### src/rtl/wsg_pkg.sv
package wsg_pkg;

  // Half-cycle positions of one peripheral access.
  typedef enum logic [2:0] {
    ST_IDLE    = 3'd0,  // no access running
    ST_SETUP   = 3'd1,  // high half of the decode cycle
    ST_STRB_LO = 3'd2,  // low half of the wait cycle, strobe on
    ST_STRB_HI = 3'd3,  // high half of the wait cycle, strobe on
    ST_TAIL_LO = 3'd4,  // hold half, strobe off
    ST_TAIL_HI = 3'd5   // completing half after the hold
  } seq_t;

  function automatic logic strobe_of(seq_t s);
    return (s == ST_STRB_LO) || (s == ST_STRB_HI);
  endfunction

  function automatic logic ready_of(seq_t s, logic tail);
    case (s)
      ST_SETUP, ST_STRB_LO, ST_TAIL_LO: return 1'b0;
      ST_STRB_HI:                       return ~tail;
      default:                          return 1'b1;
    endcase
  endfunction

endpackage

### src/rtl/wsg_phase.sv
module wsg_phase (
  input  logic clk2x,
  input  logic rst_n,
  output logic phi2,
  output logic rise_next
);

  logic phi2_q;

  always_ff @(posedge clk2x or negedge rst_n) begin
    if (!rst_n) phi2_q <= 1'b0;
    else        phi2_q <= ~phi2_q;
  end

  assign phi2      = phi2_q;
  assign rise_next = ~phi2_q;  // the coming edge raises phi2

  assert_phase_toggles_R2: assert property (@(posedge clk2x) disable iff (!rst_n)
    $past(rst_n) |-> (phi2_q != $past(phi2_q)));

endmodule

### src/rtl/wsg_decode.sv
module wsg_decode #(
  parameter int AW = 16
) (
  input  logic [AW-1:0] addr,
  input  logic [AW-1:0] base,
  input  logic [AW-1:0] mask,
  output logic          hit
);

  logic [AW-1:0] diff;

  always_comb begin
    diff = (addr ^ base) & mask;
    hit  = (diff == '0);
  end

endmodule

### src/rtl/wsg_seq.sv
module wsg_seq
  import wsg_pkg::*;
(
  input  logic clk2x,
  input  logic rst_n,
  input  logic phi2,
  input  logic rise_next,
  input  logic hit,
  input  logic rw,
  input  logic tail_en,
  output logic rdy,
  output logic oe_n,
  output logic we_n
);

  seq_t state_q, state_d;
  logic rd_q, rd_d;
  logic tail_q, tail_d;
  logic rdy_q, oe_n_q, we_n_q;
  logic strb_d;
  logic strb_n;

  always_comb begin
    state_d = state_q;
    rd_d    = rd_q;
    tail_d  = tail_q;
    unique case (state_q)
      ST_IDLE: begin
        rd_d   = rw;
        tail_d = tail_en;
        if (rise_next && hit) state_d = ST_SETUP;
      end
      ST_SETUP:   state_d = ST_STRB_LO;
      ST_STRB_LO: state_d = ST_STRB_HI;
      ST_STRB_HI: state_d = tail_q ? ST_TAIL_LO : ST_IDLE;
      ST_TAIL_LO: state_d = ST_TAIL_HI;
      ST_TAIL_HI: state_d = ST_IDLE;
      default:    state_d = ST_IDLE;
    endcase
    strb_d = strobe_of(state_d);
  end

  always_ff @(posedge clk2x or negedge rst_n) begin
    if (!rst_n) begin
      state_q <= ST_IDLE;
      rd_q    <= 1'b1;
      tail_q  <= 1'b0;
      rdy_q   <= 1'b1;
      oe_n_q  <= 1'b1;
      we_n_q  <= 1'b1;
    end else begin
      state_q <= state_d;
      rd_q    <= rd_d;
      tail_q  <= tail_d;
      rdy_q   <= ready_of(state_d, tail_d);
      oe_n_q  <= ~(strb_d & rd_d);
      we_n_q  <= ~(strb_d & ~rd_d);
    end
  end

  assign rdy    = rdy_q;
  assign oe_n   = oe_n_q;
  assign we_n   = we_n_q;
  assign strb_n = oe_n_q & we_n_q;

  assert_one_strobe_R7: assert property (@(posedge clk2x) disable iff (!rst_n)
    !(!oe_n_q && !we_n_q));

  assert_strobe_starts_on_fall_R6: assert property (@(posedge clk2x) disable iff (!rst_n)
    $fell(strb_n) |-> !phi2);

  assert_strobe_unbroken_R5: assert property (@(posedge clk2x) disable iff (!rst_n)
    $fell(strb_n) |=> !strb_n);

  assert_strobe_two_periods_R5: assert property (@(posedge clk2x) disable iff (!rst_n)
    $fell(strb_n) |-> ##2 strb_n);

  assert_wait_starts_on_rise_R4: assert property (@(posedge clk2x) disable iff (!rst_n)
    $fell(rdy_q) |-> (phi2 && strb_n));

  assert_wait_spans_two_R4: assert property (@(posedge clk2x) disable iff (!rst_n)
    $fell(rdy_q) |=> !rdy_q);

  assert_release_plain_R4: assert property (@(posedge clk2x) disable iff (!rst_n)
    ($rose(strb_n) && !tail_q) |-> rdy_q);

  assert_release_tail_R10: assert property (@(posedge clk2x) disable iff (!rst_n)
    ($rose(strb_n) && tail_q) |-> !rdy_q);

endmodule

### src/rtl/periph_stretch.sv
module periph_stretch #(
  parameter int AW = 16
) (
  input  logic          clk2x,
  input  logic          rst_n,
  input  logic [AW-1:0] addr,
  input  logic          rw,
  input  logic [AW-1:0] base,
  input  logic [AW-1:0] mask,
  input  logic          tail_en,
  output logic          phi2,
  output logic          rdy,
  output logic          oe_n,
  output logic          we_n
);

  logic rise_next;
  logic hit;

  wsg_phase u_phase (
    .clk2x     (clk2x),
    .rst_n     (rst_n),
    .phi2      (phi2),
    .rise_next (rise_next)
  );

  wsg_decode #(.AW(AW)) u_decode (
    .addr (addr),
    .base (base),
    .mask (mask),
    .hit  (hit)
  );

  wsg_seq u_seq (
    .clk2x     (clk2x),
    .rst_n     (rst_n),
    .phi2      (phi2),
    .rise_next (rise_next),
    .hit       (hit),
    .rw        (rw),
    .tail_en   (tail_en),
    .rdy       (rdy),
    .oe_n      (oe_n),
    .we_n      (we_n)
  );

endmodule

### config.mk
export PLATFORM = sky130hd
export DESIGN_NAME = periph_stretch
export DESIGN_NICKNAME = d
export VERILOG_FILES = /design/src/rtl/wsg_pkg.sv /design/src/rtl/wsg_phase.sv /design/src/rtl/wsg_decode.sv /design/src/rtl/wsg_seq.sv /design/src/rtl/periph_stretch.sv
export SDC_FILE = /design/constraint.sdc
export NUM_CORES = 1
export LEC_CHECK = 0
export BUFFER_PORTS_ARGS = -buffer_cell sky130_fd_sc_hd__clkbuf_2
export CORE_UTILIZATION = 37
export CTS_CLUSTER_SIZE = 30
export DETAILED_ROUTE_END_ITERATION = 10
export PLACE_DENSITY = 0.82
export SLEW_MARGIN = 20
export SYNTH_ARGS = -nofsm -noshare
export SYNTH_HDL_FRONTEND = slang
export SYNTH_SLANG_ARGS = --single-unit
### constraint.sdc
create_clock -name clk2x -period 2.24 [get_ports clk2x]
set_input_delay 0.448 -clock clk2x [delete_from_list [all_inputs] [get_ports clk2x]]
set_output_delay 0.448 -clock clk2x [all_outputs]
set_load 0.02 [all_outputs]
==> qor.yml <==
outcome: "complete, but fails checks"
violations: "DRC"
clkSinkCount: 9
ys_warn_count: 0
hp-class: "primary input to asynchronous set/reset pin"
dp_hpwl_um: 1130
drive_above_1_share_pct: 57.5
gp_congestion: 0.689
ant_nets: 0
synth_edf_count: 0
crit_family: "simple AND/OR/NAND/NOR gates"
grt_pass1_vias: 509
cp_max_fo: 8
clockBufferDepth: 2
rsz0062_at_grt: "no"
port_buffers: 55
cts-root-buf: "clkbuf_4"
crit_type: "register to register"
coreArea_sq_um: 1370
num_vias: 627
path_cells: "nor3_2, mux2_4, or3_1"
hold_viol: 0
fin_crit_ns: 1.48
fin_area_sq_um: 883
clk_pin_slew_ns: 0.06
drv_cap: 0
crit_required_ns: 2.42
synth_top_area_share_pct: 24.7
antennaDiodeCount: 0
synthCells: 55
dieArea_sq_um: 1700
power_density_nw_per_um2: 827
grt_pass1_wl_um: 1860
reg2reg_depth: 3
async_flop_share_pct: 100
grt_overflow: 0
p_leak_nw: 0.483
syn2layout_area_growth_pct: 55.5
post_cts_buffers: 0
routed_wirelength_um: 1310
die_h_um: 41.2
synth_ff_type: "dfrtp_1"
ys_ff_latch: 9
synth_cell_types: 20
setup_viol: 0
clk-insertion-delay-late_ns: 0.25
layout_common_cells: "clkbuf_2 (55), xor2_1 (16), a22oi_1 (6)"
layout_commonest_cell: "clkbuf_2"
yosysSeqAreaShare_pct: 40.5
startpoint: "u_seq.state_q[1]$_DFF_PN0_"
wl_per_cell_um: 10.2
drv_slew: 0
syn_area_per_cell_sq_um: 10.3
cts.htree.levels: 1
netlist_top_cells_area: "xor2_1 (25%), dfrtp_1 (22%), dfstp_2 (19%)"
skew_ns: 0.00229
cts-buffers-inserted: 3
yosysTopAreaCell: "xor2_1"
firstDrtPassIters: 6
die_x_um: 41.2
ir_worst_vdd_mv: 0.364
critPathBufInv: 0
reg2reg_slack_ns: 0.76
arrival_ns: 1.66
grtUsageTotal_pct: 17.8
synth_fp_nets: 107
end_kind: "register"
dpl_cell_area_sq_um: 857
max_clock_freq_mhz: 674
worstReg2RegStart: "u_seq.state_q[1]$_DFF_PN0_"
tritoncts: "done"
relSlewSlack_pct: 77.6
cts_hold_buffers: 0
syn-cell-area_sq_um: 568
io_pins: 56
tightest_slew_ns: 0.336
cp_slowest_cell: "dfrtp_1"
drt_iter0_drc: 6
drcViolationCount: 2
core.rowCount: 13
regToRegEndpoint: "u_seq.we_n$_DFF_PN1_"
initial_core_util_pct: 41.6
nets: 166
period_share_pct: 66.2
crit_path_start_kind: "register"
post_cts_resized: 0
crit_path_max_incr_delay_ns: 0.47
fin_setup_tns_ns: 0
antenna_found_initial: 0
vias_per_cell: 4.90
grt_max_degree: 10
fin_util_pct: 64.7
## power by group
part / total [mW] / internal, mW / switching (mW)
Sequential: 0.320 / 0.254 / 0.0657
Combinational: 0.291 / 0.151 / 0.140
Clock: 0.120 / 0.0683 / 0.0519
## synthesized netlist by cell type (2+ instances only)
| cell | count |
|---|---|
| nand2_1 | 3 |
| dfrtp_1 | 5 |
| inv_1 | 2 |
| a22oi_1 | 6 |
| dfstp_2 | 4 |
| a21oi_1 | 3 |
| o21ai_0 | 2 |
| nand3_1 | 2 |
| nor2_1 | 2 |
| xor2_1 | 16 |
## metrics by stage
| stage | hold WS, ns | worst slack, ns | power (mW) | std cells |
|---|---|---|---|---|
| detailed placement | 0.311 | 0.644 | 0.614 | 124 |
| finish | 0.0327 | 0.757 | 0.731 | 128 |
| global route | 0.0410 | 0.678 | 0.803 | 128 |
| floorplan | 0.152 | 0.803 | 0.515 | 55 |
| global placement | 0.306 | 0.717 | 0.601 | 124 |
| CTS | 0.0331 | 0.753 | 0.741 | 128 |
## area by class of cell
type	instances	area (sq um)
clock buffers	4	26.3
multi-input cells	43	325
repair buffers	55	275
well taps	15	18.8
fillers	116	483
inverters	2	7.51
flip-flops and latches	9	230
## flip-flops by register name (all words and copies together) (netlist names)
register	cells
u_seq.rdy	1
u_seq.oe_n	1
u_seq.tail_q	1
u_seq.rd_q	1
u_seq.we_n	1
u_phase.phi2	1
u_seq.state_q	3
## layer usage
layer | routed length (um) | track usage [%] | vias up
met5 | 0 | 0 | -
li1 | - | - | 312
met4 | 43 | 16.9 | 0
met2 | 710 | 32.0 | 36
met1 | 462 | 16.3 | 275
met3 | 90 | 3.26 | 4
## worst max-delay path by stage
stage / end / cells past startpoint / slack, ns
2_1_floorplan: u_seq.we_n$_DFF_PN1_ / 4 / 0.80
3_3_place_gp: u_seq.state_q[0]$_DFF_PN0_ / 6 / 0.72
3_5_place_dp: u_seq.state_q[0]$_DFF_PN0_ / 6 / 0.64
4_1_cts: u_seq.we_n$_DFF_PN1_ / 3 / 0.75
5_1_grt: u_seq.we_n$_DFF_PN1_ / 3 / 0.68
6_report: u_seq.we_n$_DFF_PN1_ / 3 / 0.76
## logic make-up after synthesis
| family | after synthesis | share of synthesized area (%) |
|---|---|---|
| flops | 9 | 40.5 |
| buf+inv | 3 | 2.20 |
| xor+xnor | 17 | 26.2 |
| mux | 1 | 2.64 |
| simple gates | 10 | 9.03 |
| compound gates | 15 | 19.4 |
## worst register-to-register path: cells and delay by family (launching register included)
| kind | cells | cell delay [ns] |
|---|---|---|
| AND/OR/NAND/NOR | 2 | 0.60 |
| multiplexers | 1 | 0.34 |
| flip-flops | 1 | 0.47 |
Power figures use the tool's default switching activity.
